`config.mk`:
```
export PLATFORM = sky130hd
export DESIGN_NAME = wm_master
export DESIGN_NICKNAME = d
export VERILOG_FILES = /design/src/rtl/wm_pkg.sv /design/src/rtl/wm_tick.sv /design/src/rtl/wm_bitsel.sv /design/src/rtl/wm_master.sv
export SDC_FILE = /design/constraint.sdc
export NUM_CORES = 1
export LEC_CHECK = 0
export BUFFER_PORTS_ARGS = -buffer_cell sky130_fd_sc_hd__buf_2
export CAP_MARGIN = 10
export CORE_AREA = 4 4 187 189
export CTS_CLUSTER_DIAMETER = 40
export CTS_CLUSTER_SIZE = 40
export DETAILED_ROUTE_END_ITERATION = 8
export DIE_AREA = 0 0 191 193
export PLACE_DENSITY = 0.49
export RECOVER_POWER = 25
export SETUP_SLACK_MARGIN = 0.02
export SLEW_MARGIN = 10
export SYNTH_ARGS = -nofsm -noshare
export SYNTH_HDL_FRONTEND = slang
export SYNTH_SLANG_ARGS = --single-unit
```
`constraint.sdc`:
```
create_clock -name clk -period 11.9 [get_ports clk]
set_input_delay 1.19 -clock clk [delete_from_list [all_inputs] [get_ports clk]]
set_output_delay 1.19 -clock clk [all_outputs]
set_load 0.02 [all_outputs]
```
`src/rtl/wm_pkg.sv`:
```
package wm_pkg;

  typedef enum logic [1:0] {
    ST_IDLE,
    ST_SEL,
    ST_BITS,
    ST_TAIL
  } wm_state_e;

  typedef enum logic [2:0] {
    K_START,
    K_ADDR,
    K_TURN,
    K_WDATA,
    K_RDATA
  } wm_kind_e;

endpackage

```
`src/rtl/wm_tick.sv`:
```
module wm_tick #(
  parameter int DIV = 2
) (
  input  logic clk,
  input  logic rst,
  input  logic en,
  output logic tick
);
  localparam int CW = (DIV > 1) ? $clog2(DIV) : 1;

  logic [CW-1:0] cnt;

  assign tick = en && (cnt == CW'(DIV - 1));

  always_ff @(posedge clk) begin
    if (rst || !en) cnt <= '0;
    else if (tick)  cnt <= '0;
    else            cnt <= cnt + 1'b1;
  end
endmodule

```
`src/rtl/wm_bitsel.sv`:
```
module wm_bitsel
  import wm_pkg::*;
#(
  parameter int ADDR_MAX = 16,
  parameter int DATA_MAX = 64,
  parameter int PW  = 7,
  parameter int ALW = 5,
  parameter int DLW = 7
) (
  input  logic [PW-1:0]       pos,
  input  logic                framed,
  input  logic                rd,
  input  logic [ALW-1:0]      alen,
  input  logic [DLW-1:0]      dlen,
  input  logic [ADDR_MAX-1:0] addr,
  input  logic [DATA_MAX-1:0] wdata,
  output logic                bit_o,
  output wm_kind_e            kind_o
);
  localparam int AIW = (ADDR_MAX > 1) ? $clog2(ADDR_MAX) : 1;
  localparam int DIW = (DATA_MAX > 1) ? $clog2(DATA_MAX) : 1;

  logic [PW-1:0]  e_start, e_addr, e_turn, total;
  logic [AIW-1:0] ai;
  logic [DIW-1:0] di;

  always_comb begin
    e_start = PW'(framed);
    e_addr  = e_start + PW'(alen);
    e_turn  = e_addr + PW'(rd);
    total   = e_turn + PW'(dlen);
    ai      = AIW'(e_addr - pos - 1'b1);
    di      = DIW'(total - pos - 1'b1);
    if (pos < e_start) begin
      kind_o = K_START;
      bit_o  = 1'b1;
    end else if (pos < e_addr) begin
      kind_o = K_ADDR;
      bit_o  = addr[ai];
    end else if (pos < e_turn) begin
      kind_o = K_TURN;
      bit_o  = 1'b0;
    end else if (rd) begin
      kind_o = K_RDATA;
      bit_o  = 1'b0;
    end else begin
      kind_o = K_WDATA;
      bit_o  = wdata[di];
    end
  end
endmodule

```
`src/rtl/wm_master.sv`:
```
module wm_master
  import wm_pkg::*;
#(
  parameter int DIV      = 2,
  parameter int ADDR_MAX = 16,
  parameter int DATA_MAX = 64,
  localparam int ALW = $clog2(ADDR_MAX + 1),
  localparam int DLW = $clog2(DATA_MAX + 1)
) (
  input  logic                clk,
  input  logic                rst,
  input  logic                start,
  input  logic                framed,
  input  logic                rd_mode,
  input  logic [ALW-1:0]      addr_len,
  input  logic [DLW-1:0]      data_len,
  input  logic [ADDR_MAX-1:0] addr,
  input  logic [DATA_MAX-1:0] wdata,
  input  logic                si,
  output logic                cs_n,
  output logic                sk,
  output logic                so,
  output logic                busy,
  output logic                done,
  output logic [DATA_MAX-1:0] rdata
);
  localparam int PW = $clog2(ADDR_MAX + DATA_MAX + 3);

  wm_state_e           state;
  logic [PW-1:0]       idx, pos, last;
  logic                framed_q, rd_q;
  logic [ALW-1:0]      alen_q;
  logic [DLW-1:0]      dlen_q;
  logic [ADDR_MAX-1:0] addr_q;
  logic [DATA_MAX-1:0] wdata_q;
  logic                tick, cur_bit;
  wm_kind_e            cur_kind;

  wm_tick #(.DIV(DIV)) u_tick (
    .clk  (clk),
    .rst  (rst),
    .en   (busy),
    .tick (tick)
  );

  // Low phase looks at the bit being sampled; otherwise at the next bit to launch.
  always_comb begin
    if (state == ST_BITS && !sk) pos = idx;
    else if (state == ST_BITS)   pos = idx + 1'b1;
    else                         pos = '0;
    last = PW'(framed_q) + PW'(alen_q) + PW'(rd_q) + PW'(dlen_q) - 1'b1;
  end

  wm_bitsel #(
    .ADDR_MAX(ADDR_MAX), .DATA_MAX(DATA_MAX),
    .PW(PW), .ALW(ALW), .DLW(DLW)
  ) u_bitsel (
    .pos    (pos),
    .framed (framed_q),
    .rd     (rd_q),
    .alen   (alen_q),
    .dlen   (dlen_q),
    .addr   (addr_q),
    .wdata  (wdata_q),
    .bit_o  (cur_bit),
    .kind_o (cur_kind)
  );

  always_ff @(posedge clk) begin
    if (rst) begin
      state    <= ST_IDLE;
      cs_n     <= 1'b1;
      sk       <= 1'b0;
      so       <= 1'b0;
      busy     <= 1'b0;
      done     <= 1'b0;
      idx      <= '0;
      rdata    <= '0;
      framed_q <= 1'b0;
      rd_q     <= 1'b0;
      alen_q   <= '0;
      dlen_q   <= '0;
      addr_q   <= '0;
      wdata_q  <= '0;
    end else begin
      done <= 1'b0;
      case (state)
        ST_IDLE: begin
          if (start) begin
            framed_q <= framed;
            rd_q     <= rd_mode;
            alen_q   <= addr_len;
            dlen_q   <= data_len;
            addr_q   <= addr;
            wdata_q  <= wdata;
            cs_n     <= 1'b0;
            so       <= 1'b0;
            busy     <= 1'b1;
            idx      <= '0;
            state    <= ST_SEL;
            if (rd_mode) rdata <= '0;
          end
        end
        ST_SEL: begin
          if (tick) begin
            so    <= cur_bit;
            state <= ST_BITS;
          end
        end
        ST_BITS: begin
          if (tick) begin
            if (!sk) begin
              sk <= 1'b1;
              if (cur_kind == K_RDATA) rdata <= {rdata[DATA_MAX-2:0], si};
            end else begin
              sk <= 1'b0;
              if (idx == last) begin
                so    <= 1'b0;
                state <= ST_TAIL;
              end else begin
                so  <= cur_bit;
                idx <= idx + 1'b1;
              end
            end
          end
        end
        ST_TAIL: begin
          if (tick) begin
            cs_n  <= 1'b1;
            busy  <= 1'b0;
            done  <= 1'b1;
            state <= ST_IDLE;
          end
        end
        default: state <= ST_IDLE;
      endcase
    end
  end
endmodule

```
==> results of run 1 <==
[metal layers]
layer | part of all wire (%) | routed length (um)
met5 | 0 | 0
met4 | 1.0 | 239
met3 | 3.4 | 781
met2 | 49 | 11100
met1 | 47 | 10800
[cells by family (layout without fill, tap and decap cells)]
logic type	count (synthesis)	in the layout	share of synthesized area, %
buf+inv	87	227	5.04
flops	173	173	42.0
fa+ha+maj	39	39	6.20
xor+xnor	28	28	3.33
mux	30	30	7.35
other cells	1	1	0.0455
compound gates	232	232	18.3
simple gates	340	340	17.7
[per-stage QoR]
| stage | cell area (sq um) | util, % |
|---|---|---|
| after floorplan | 8240 | - |
| after global placement | 9350 | 28.1 |
| after detailed placement | 9350 | 28.1 |
| after CTS | 9910 | 29.8 |
| after global routing | 9830 | 29.5 |
| final | 9830 | 29.5 |
[power by group]
part	switching, mW	internal, mW
Combinational	0.436	0.322
Clock	0.242	0.285
Sequential	0.0404	0.644
Total	0.719	1.25
[worst max-delay path, cell delays in order]
cell	delay [ns]
clkbuf_1	0.55
clkbuf_1	2.66
a21oi_1	0.68
o311ai_0	0.36
o31ai_1	0.12
[state kept, by name (all words and copies together), names as in the netlist]
signal / count
state: 2
wdata_q: 64
sk: 1
dlen_q: 7
addr_q: 16
cs_n: 1
rdata: 64
alen_q: 5
done: 1
idx: 7
rd_q: 1
framed_q: 1
so: 1
u_tick.cnt: 1
busy: 1
[how the worst max path moves through the flow]
stage                   from  endpoint  slack [ns]  cells after the start
floorplan           framed_q        so        7.50                     13
global placement    framed_q        so        7.16                     11
detailed placement  framed_q        so        7.01                     11
CTS                 framed_q        so        6.98                     11
global route             rst    idx[2]        6.07                      5
finish                   rst    idx[2]        6.63                      5
[layout make-up]
cell class / instances / area (sq um) / area share, %
inverters: 25 / 93.8 / 0.954
flip-flops and latches: 173 / 3460 / 35.2
well taps: 448 / 561 / 5.70
clock buffers: 21 / 470 / 4.78
multi-input cells: 670 / 4360 / 44.4
repair buffers: 171 / 797 / 8.11
clock inverters: 10 / 83.8 / 0.853
[placed cells by master (no fill, tap or decap), types with 3 or more instances in the layout]
cell	count
a211oi_1	4
a21o_1	3
a21oi_1	110
a22oi_1	64
and3_1	5
buf_2	112
buf_4	4
clkbuf_1	56
clkbuf_16	17
clkbuf_8	3
clkinv_4	5
clkinvlp_4	3
dfxtp_1	173
fa_1	3
ha_1	36
inv_1	24
mux2i_1	4
mux4_2	24
nand2_1	207
nand2b_1	6
nand3_1	13
nor2_1	77
nor2b_1	4
nor3_1	4
nor4_1	4
o21a_1	6
o21ai_0	11
o311ai_0	4
o31ai_1	4
xnor2_1	10
xor2_1	16
==> results.cfg, run 1 <==
[die]
dieWidth_um = 191
ioPinCount = 167
dieArea_sq_mm = 0.0369
die_height_um = 193
rows = 67
core_sq_mm = 0.0333
initial_core_util_pct = 24.8

[detailed_routing]
antenna_left = 0
num_vias = 6983
drc = 0
routed_wl_um = 22900
dr.first_iter.drc_count = 368
avgRoutedWirePerCell_um = 15.1
drt_pass1_iterations = 5
vias_per_cell = 4.60

[worst_hold_path]
worstHoldEndpoint = wdata_q[0]
holdPathStages = 2
worst_hold_path_type = reg -> reg
hold_start = wdata_q[0]

[pwr]
power_mw = 1.97
p_per_area_mw_per_mm2 = 200
p_leak_nw = 3.80
ir_drop_mv = 0.107

[yosys]
synth_seq_area_share_pct = 42.0
synth-edff-count = 0
synth_cell_types = 74
synth_top_area_share_pct = 42.0
syn_inst = 930
yosys-top-cells-area = dfxtp_1 42%, nand2_1 9.5%, a21oi_1 6.7%, mux4_2 6.6%, a22oi_1 5.8%
synth_commonest_cells = 208 x nand2_1, 173 x dfxtp_1, 110 x a21oi_1
syn_area_per_cell_sq_um = 8.86
postSynth.asyncResetShare_pct = 0
ys_ff_latch = 173
synthMostInstantiatedCell = nand2_1
synth_top_area_cell = dfxtp_1
synthesis.nets = 1067
synth_area_sq_mm = 0.00824
yosysWarnings = 0
ys.flop_type = dfxtp_1

[global_routing]
globalRoute.totalOverflow = 0
grtUsageMet2_pct = 20.2
first_global_vias = 6756
grt_busiest_layer = met2
grtUsageMet3_pct = 2.20
grt_antenna_before_repair = 0
grt_pass1_wl_um = 36200
grt.met1_usage_pct = 16.6
grt_max_degree = 98
grtUsageTotal_pct = 12.3

[placed_design]
port-buffer-count = 166
place_congestion = 0.811
dp_slack_ns = 7.01
post-dp-hpwl_um = 16400
place_inst = 1487

[final_layout]
antenna_cells = 0
fill_cells = 3616
area_growth_pct = 19.4
drive_above_1_share_pct = 17.9
finalNonFillerCells = 1518
num-nets-final = 1195

[sta]
tns_ns = 0
setup_ws_ns = 6.63
fmax_mhz = 190
rsz0062_at_grt = false
finClkSkew_ns = 0.00830
slew_violations = 79
fin_crit_sh_pct = 44.3
setup_violations = 0
fin_crit_ns = 5.27
hold_viol = 0
worst_pin_slew_ns = 3.69
hold_ws_ns = 0.452
slew_headroom_pct = -146

[clock_tree]
cts_root_buf = clkbuf_16
cts-hold-fix-buffers = 0
clk_latency_ns = 0.44
cts_buffers = 17
ctsResizeCount = 0
cts.reportedPaths.clkPinSlew_ns = 0.07
clockBufferDepth = 2
cts_sinks = 173
cts_tree = yes
htree_levels = 4
cts_setup_buffers = 0

[status]
outcome = complete, but fails checks
violations = capacitance limit, slew limit

[worst_setup_path]
crit_required_ns = 12.21
r2r-end = so
path_max_fanout = 78
startpoint_type = input pin
r2r_start = framed_q
worstSetupEndpointType = flip-flop
r2r_slack_ns = 7.08
r2r.worst_path.cells = 11
critical_path_class = in -> reg
critPathArrivalTime_ns = 5.58

[flow_run]
cap_violations = 1
(Power assumes the default switching activity.)
==> run 2, diff against run 1 <==
--- a/config.mk
+++ b/config.mk
@@ -12,7 +12,7 @@
 export CTS_CLUSTER_SIZE = 40
 export DETAILED_ROUTE_END_ITERATION = 8
 export DIE_AREA = 0 0 191 193
-export PLACE_DENSITY = 0.49
+export PLACE_DENSITY = 0.51
 export RECOVER_POWER = 25
 export SETUP_SLACK_MARGIN = 0.02
 export SLEW_MARGIN = 10
==> constraint.sdc (replaced) <==
create_clock -name clk -period 4.7 [get_ports clk]
set_input_delay 0.47 -clock clk [delete_from_list [all_inputs] [get_ports clk]]
set_output_delay 0.47 -clock clk [all_outputs]
set_load 0.02 [all_outputs]
==> run 2 against run 1 <==
Against the previous run: the run now ends clean; die area unchanged; global-route usage is 0.099 points lower; combinational power rose to 2.6 times the previous value; via count hardly changed; largest cell class unchanged.
==> results.cfg, run 2 (synthesized netlist as in run 1, its figures left out) <==
[worst_setup_path]
worstSetupEndpointType = flip-flop
crit_chain = ha_1, ha_1, ha_1, xor2_1, ha_1, nand3_1, and3_1, or2_2, inv_1, ha_1, o21ai_0, o21bai_1, a21oi_1, xnor2_1, xnor2_1, mux2i_1, mux2i_1, a2111oi_0, a2111oi_0
r2r_slack_ns = 0.36
crit_top_cell = ha_1
critPathArrivalTime_ns = 4.62
r2r_start = framed_q
startpoint = framed_q
path_max_fanout = 4
startpoint_type = flip-flop
critical_path_class = reg -> reg
r2r-end = so
slowest_stage = ha_1
crit_required_ns = 4.98
r2r.worst_path.cells = 19
critPathMaxStageDelay_ns = 0.36
crit_end = so

[detailed_routing]
num_vias = 6981
antenna_left = 0
top_layer = met4
drt_pass1_iterations = 4
wl_met2_um = 10800
vias_per_cell = 4.57
m1WireLength_um = 11200
wl_met3_um = 701
dr.first_iter.drc_count = 436
drc = 0
avgRoutedWirePerCell_um = 15.1
routed_wl_um = 23000

[die]
dieWidth_um = 191
rows = 67
core_sq_mm = 0.0333
die_height_um = 193
ioPinCount = 167
dieArea_sq_mm = 0.0369
initial_core_util_pct = 24.8

[clock_tree]
clockBufferDepth = 2
htree_levels = 4
cts-hold-fix-buffers = 0
cts_sinks = 173
clk_latency_ns = 0.43
cts.reportedPaths.clkPinSlew_ns = 0.07
cts_root_buf = clkbuf_16
cts_tree = yes
cts_buffers = 17

[placed_design]
dp_slack_ns = 0.323
placed_area_sq_mm = 0.00942
post-dp-hpwl_um = 16500
place_congestion = 0.868
port-buffer-count = 166

[final_layout]
area_growth_pct = 21.7
num-nets-final = 1203
reg_top3 = rdata (64), wdata_q (64), addr_q (16)
layout_commonest_cell = nand2_1
fill_cells = 3634
final_cell_area_sq_mm = 0.0100
final_cell_mix = 207 x nand2_1, 173 x dfxtp_1, 109 x a21oi_1
drive_above_1_share_pct = 18.4

[worst_hold_path]
holdPathStages = 3
worst_hold_path_type = in -> reg

[sta]
fmax_mhz = 230
worst_pin_slew_ns = 1.03
slew_headroom_pct = 31.0
fin_crit_ns = 4.34
finClkSkew_ns = 0.0107
setup_violations = 0
slew_violations = 0
hold_viol = 0
tns_ns = 0
setup_ws_ns = 0.355
rsz0062_at_grt = false
fin_crit_sh_pct = 92.4

[flow_run]
cap_violations = 0

[global_routing]
grt_antenna_before_repair = 1
grt_max_degree = 98
first_global_vias = 6719
grt_pass1_wl_um = 36300
grtUsageTotal_pct = 12.2
globalRoute.totalOverflow = 0

[pwr]
p_leak_nw = 3.88
p_per_area_mw_per_mm2 = 528
ir_drop_mv = 0.228

[status]
outcome = completed
## run 2: worst min-delay path by stage
| stage | start | end | slack [ns] |
|---|---|---|---|
| 6_report | addr[7] | addr_q[7] | 0.27 |
| 5_1_grt | wdata[13] | wdata_q[13] | 0.26 |
| 4_1_cts | wdata[47] | wdata_q[47] | 0.25 |
| 3_5_place_dp | wdata_q[1] | wdata_q[1] | 0.45 |
| 3_3_place_gp | addr_q[3] | addr_q[3] | 0.44 |
| 2_1_floorplan | addr_q[0] | addr_q[0] | 0.43 |
## run 2: stage by stage
step | hold WS [ns] | power, mW | util (%) | instances
detailed placement | 0.448 | 3.77 | 28.3 | 1494
CTS | 0.248 | 5.38 | 30.3 | 1526
global route | 0.263 | 5.66 | 30.1 | 1528
global placement | 0.443 | 3.75 | 28.3 | 1494
floorplan | 0.433 | 3.26 | - | 930
finish | 0.275 | 5.30 | 30.1 | 1528
## run 2: final cells by class
cell class	instances	area, sq um	area share (%)
Antenna cell	1	2.50	0.0250
Multi-Input combinational cell	670	4380	43.7
Timing Repair Buffer	179	868	8.66
Inverter	25	93.8	0.936
Clock buffer	18	429	4.28
Clock inverter	14	231	2.31
Tap cell	448	561	5.59
Sequential cell	173	3460	34.5
## run 2: timing repair
action,4_1_cts,5_1_grt
buffers inserted,0,1
endpoints found under the setup margin,0,1
gates resized for setup,0,2
## run 2: per-layer routing
layer,GRT usage [%],vias to the layer above
li1,-,3519
met1,17.2,3308
met2,19.1,138
met3,2.11,16
met4,4.01,0
met5,0,-
## run 2: worst max-delay path: cells and delay by family (launching register included)
kind | cells | cell delay, ns
AO/OA/AOI/OAI | 5 | 0.81
XOR/XNOR | 3 | 0.59
adder cells (fa/ha/maj) | 5 | 1.44
buffers and inverters | 1 | 0.10
flip-flops | 1 | 0.33
multiplexers | 2 | 0.33
AND/OR/NAND/NOR | 3 | 0.61
## run 2: power by group
| part | internal [mW] | total (mW) | switching (mW) | leakage [nW] |
|---|---|---|---|---|
| clock network | 0.957 | 1.59 | 0.630 | 0.315 |
| registers | 1.63 | 1.74 | 0.111 | 1.41 |
| logic | 0.876 | 1.97 | 1.09 | 2.15 |
==> run 3, diff against run 2 <==
--- a/config.mk
+++ b/config.mk
@@ -7,12 +7,12 @@
 export LEC_CHECK = 0
 export BUFFER_PORTS_ARGS = -buffer_cell sky130_fd_sc_hd__buf_2
 export CAP_MARGIN = 10
-export CORE_AREA = 4 4 187 189
+export CORE_AREA = 4 4 114 159
 export CTS_CLUSTER_DIAMETER = 40
 export CTS_CLUSTER_SIZE = 40
 export DETAILED_ROUTE_END_ITERATION = 8
-export DIE_AREA = 0 0 191 193
-export PLACE_DENSITY = 0.51
+export DIE_AREA = 0 0 118 163
+export PLACE_DENSITY = 0.83
 export RECOVER_POWER = 25
 export SETUP_SLACK_MARGIN = 0.02
 export SLEW_MARGIN = 10
==> run 3 against run 2 <==
Against the previous run: largest power group unchanged; combinational power about the same; via count up 2.8%; power down 1.7%; wire length down 8.6%; utilization up 28 points; maximum frequency down 1.5%; worst setup slack worse by 0.065 ns; global-route usage up 9.0 points; highest routed layer unchanged; critical path depth down 7; die area down 48%.
==> results.cfg, run 3 (synthesized netlist as in run 1, its figures left out) <==
[status]
outcome = completed

[die]
dieWidth_um = 118
ioPinCount = 167
dieArea_sq_mm = 0.0192
initial_core_util_pct = 49.4
die_height_um = 163
rows = 56
core_sq_mm = 0.0167

[detailed_routing]
drc = 0
antenna_left = 0
avgRoutedWirePerCell_um = 16.4
dr.first_iter.drc_count = 430
vias_per_cell = 5.60
num_vias = 7178
routed_wl_um = 21100
drt_pass1_iterations = 5

[sta]
finClkSkew_ns = 0.0160
worst_pin_slew_ns = 0.990
slew_headroom_pct = 34.0
fin_crit_sh_pct = 93.8
tns_ns = 0
fin_crit_ns = 4.41
fmax_mhz = 227
slew_violations = 0
hold_viol = 0
setup_violations = 0

[clock_tree]
clockBufferDepth = 2
htree_levels = 4
cts_root_buf = clkbuf_16
clk_latency_ns = 0.43
cts_tree = yes
cts_sinks = 173
cts.reportedPaths.clkPinSlew_ns = 0.07
cts_buffers = 17

[worst_setup_path]
path_max_fanout = 16
critPathArrivalTime_ns = 4.68
cp_top_family = adder cells
crit_required_ns = 4.97
critPathMaxStageDelay_ns = 0.57
crit_chain = ha_1, ha_4, ha_1, fa_1, fa_1, buf_4, mux4_2, mux4_2, mux2i_1, mux2i_1, a2111oi_2, a2111oi_2
startpoint_type = flip-flop
slowest_stage = fa_1
worstSetupEndpointType = flip-flop
worst-path-buf-inv = 1
critical_path_class = reg -> reg

[pwr]
p_per_area_mw_per_mm2 = 536
ir_drop_mv = 0.333
p_leak_nw = 3.86
power_mw = 5.21

[final_layout]
final_cell_area_sq_mm = 0.00971
fill_cells = 1485
layout_commonest_cell = nand2_1
num-nets-final = 1202
antenna_cells = 0
finalNonFillerCells = 1281
drive_above_1_share_pct = 18.8
final_util_pct = 58.2
final_cell_mix = 207 x nand2_1, 173 x dfxtp_1, 109 x a21oi_1
area_growth_pct = 17.9
reg_top3 = rdata (64), wdata_q (64), addr_q (16)

[flow_run]
cap_violations = 0

[placed_design]
post-dp-hpwl_um = 14800
port-buffer-count = 166
placed_area_sq_mm = 0.00911
place_congestion = 0.894
place_inst = 1247

[global_routing]
globalRoute.totalOverflow = 0
grtUsageTotal_pct = 21.2
grt_pass1_wl_um = 33500
first_global_vias = 6943
grt_max_degree = 96
grt_antenna_before_repair = 0

[worst_hold_path]
worst_hold_path_type = in -> reg
[run 3: changes by cell type in the layout (fill, tap and decap cells not counted), moves of 2 or more]
cell,delta
a2111oi_2,+2
xnor2_1,-2
buf_4,-2
inv_6,+2
a2111oi_0,-2
clkinv_4,-3
xnor2_2,+2
bufinv_16,-3
[run 3: timing repair]
action                                  in CTS  in global routing
resized for setup                            0                  9
hold buffers                                 0                  0
buffers inserted                             0                  2
endpoints found under the setup margin       0                  1
[run 3: area by class of cell]
type / instances / area (sq um) / share of cell area, %
Timing Repair Buffer: 178 / 873 / 8.99
Tap cell: 203 / 254 / 2.62
Clock inverter: 14 / 173 / 1.78
Sequential cell: 173 / 3460 / 35.7
Inverter: 25 / 93.8 / 0.966
Multi-Input combinational cell: 670 / 4410 / 45.5
Clock buffer: 18 / 439 / 4.52
[run 3: layer usage]
layer  wire (um)  GRT usage (%)
met2       10900           37.9
met5           0              0
met3         818           2.43
met4         794           10.8
met1        8500           25.1
[run 3: path summary, 6_finish.rpt]
kind / slack, ns / cells after the start / startpoint / end
max: 0.29 / 12 / framed_q / so
min: 0.28 / 3 / wdata[11] / wdata_q[11]
max reg2reg: 0.29 / 12 / framed_q / so
min reg2reg: 0.46 / 2 / wdata_q[54] / wdata_q[54]
[run 3: through the flow]
stage / hold slack (ns) / setup WS [ns]
floorplan: 0.433 / 0.303
global placement: 0.440 / 0.433
detailed placement: 0.448 / 0.208
CTS: 0.265 / 0.0803
global route: 0.278 / -0.0166
finish: 0.278 / 0.290
[run 3: power breakdown]
part | internal [mW] | leakage (nW) | switching (mW)
Combinational | 0.879 | 2.16 | 1.12
Clock | 0.819 | 0.292 | 0.645
Sequential | 1.63 | 1.41 | 0.116
Total | 3.33 | 3.86 | 1.88
[run 3: worst reg2reg max path, cell delays in order (launching register included)]
cell and delay [ns]:
dfxtp_1 0.38, ha_1 0.28, ha_4 0.25, ha_1 0.36
fa_1 0.57, fa_1 0.56, buf_4 0.24, mux4_2 0.35
mux4_2 0.50, mux2i_1 0.16, mux2i_1 0.11, a2111oi_2 0.40
a2111oi_2 0.09
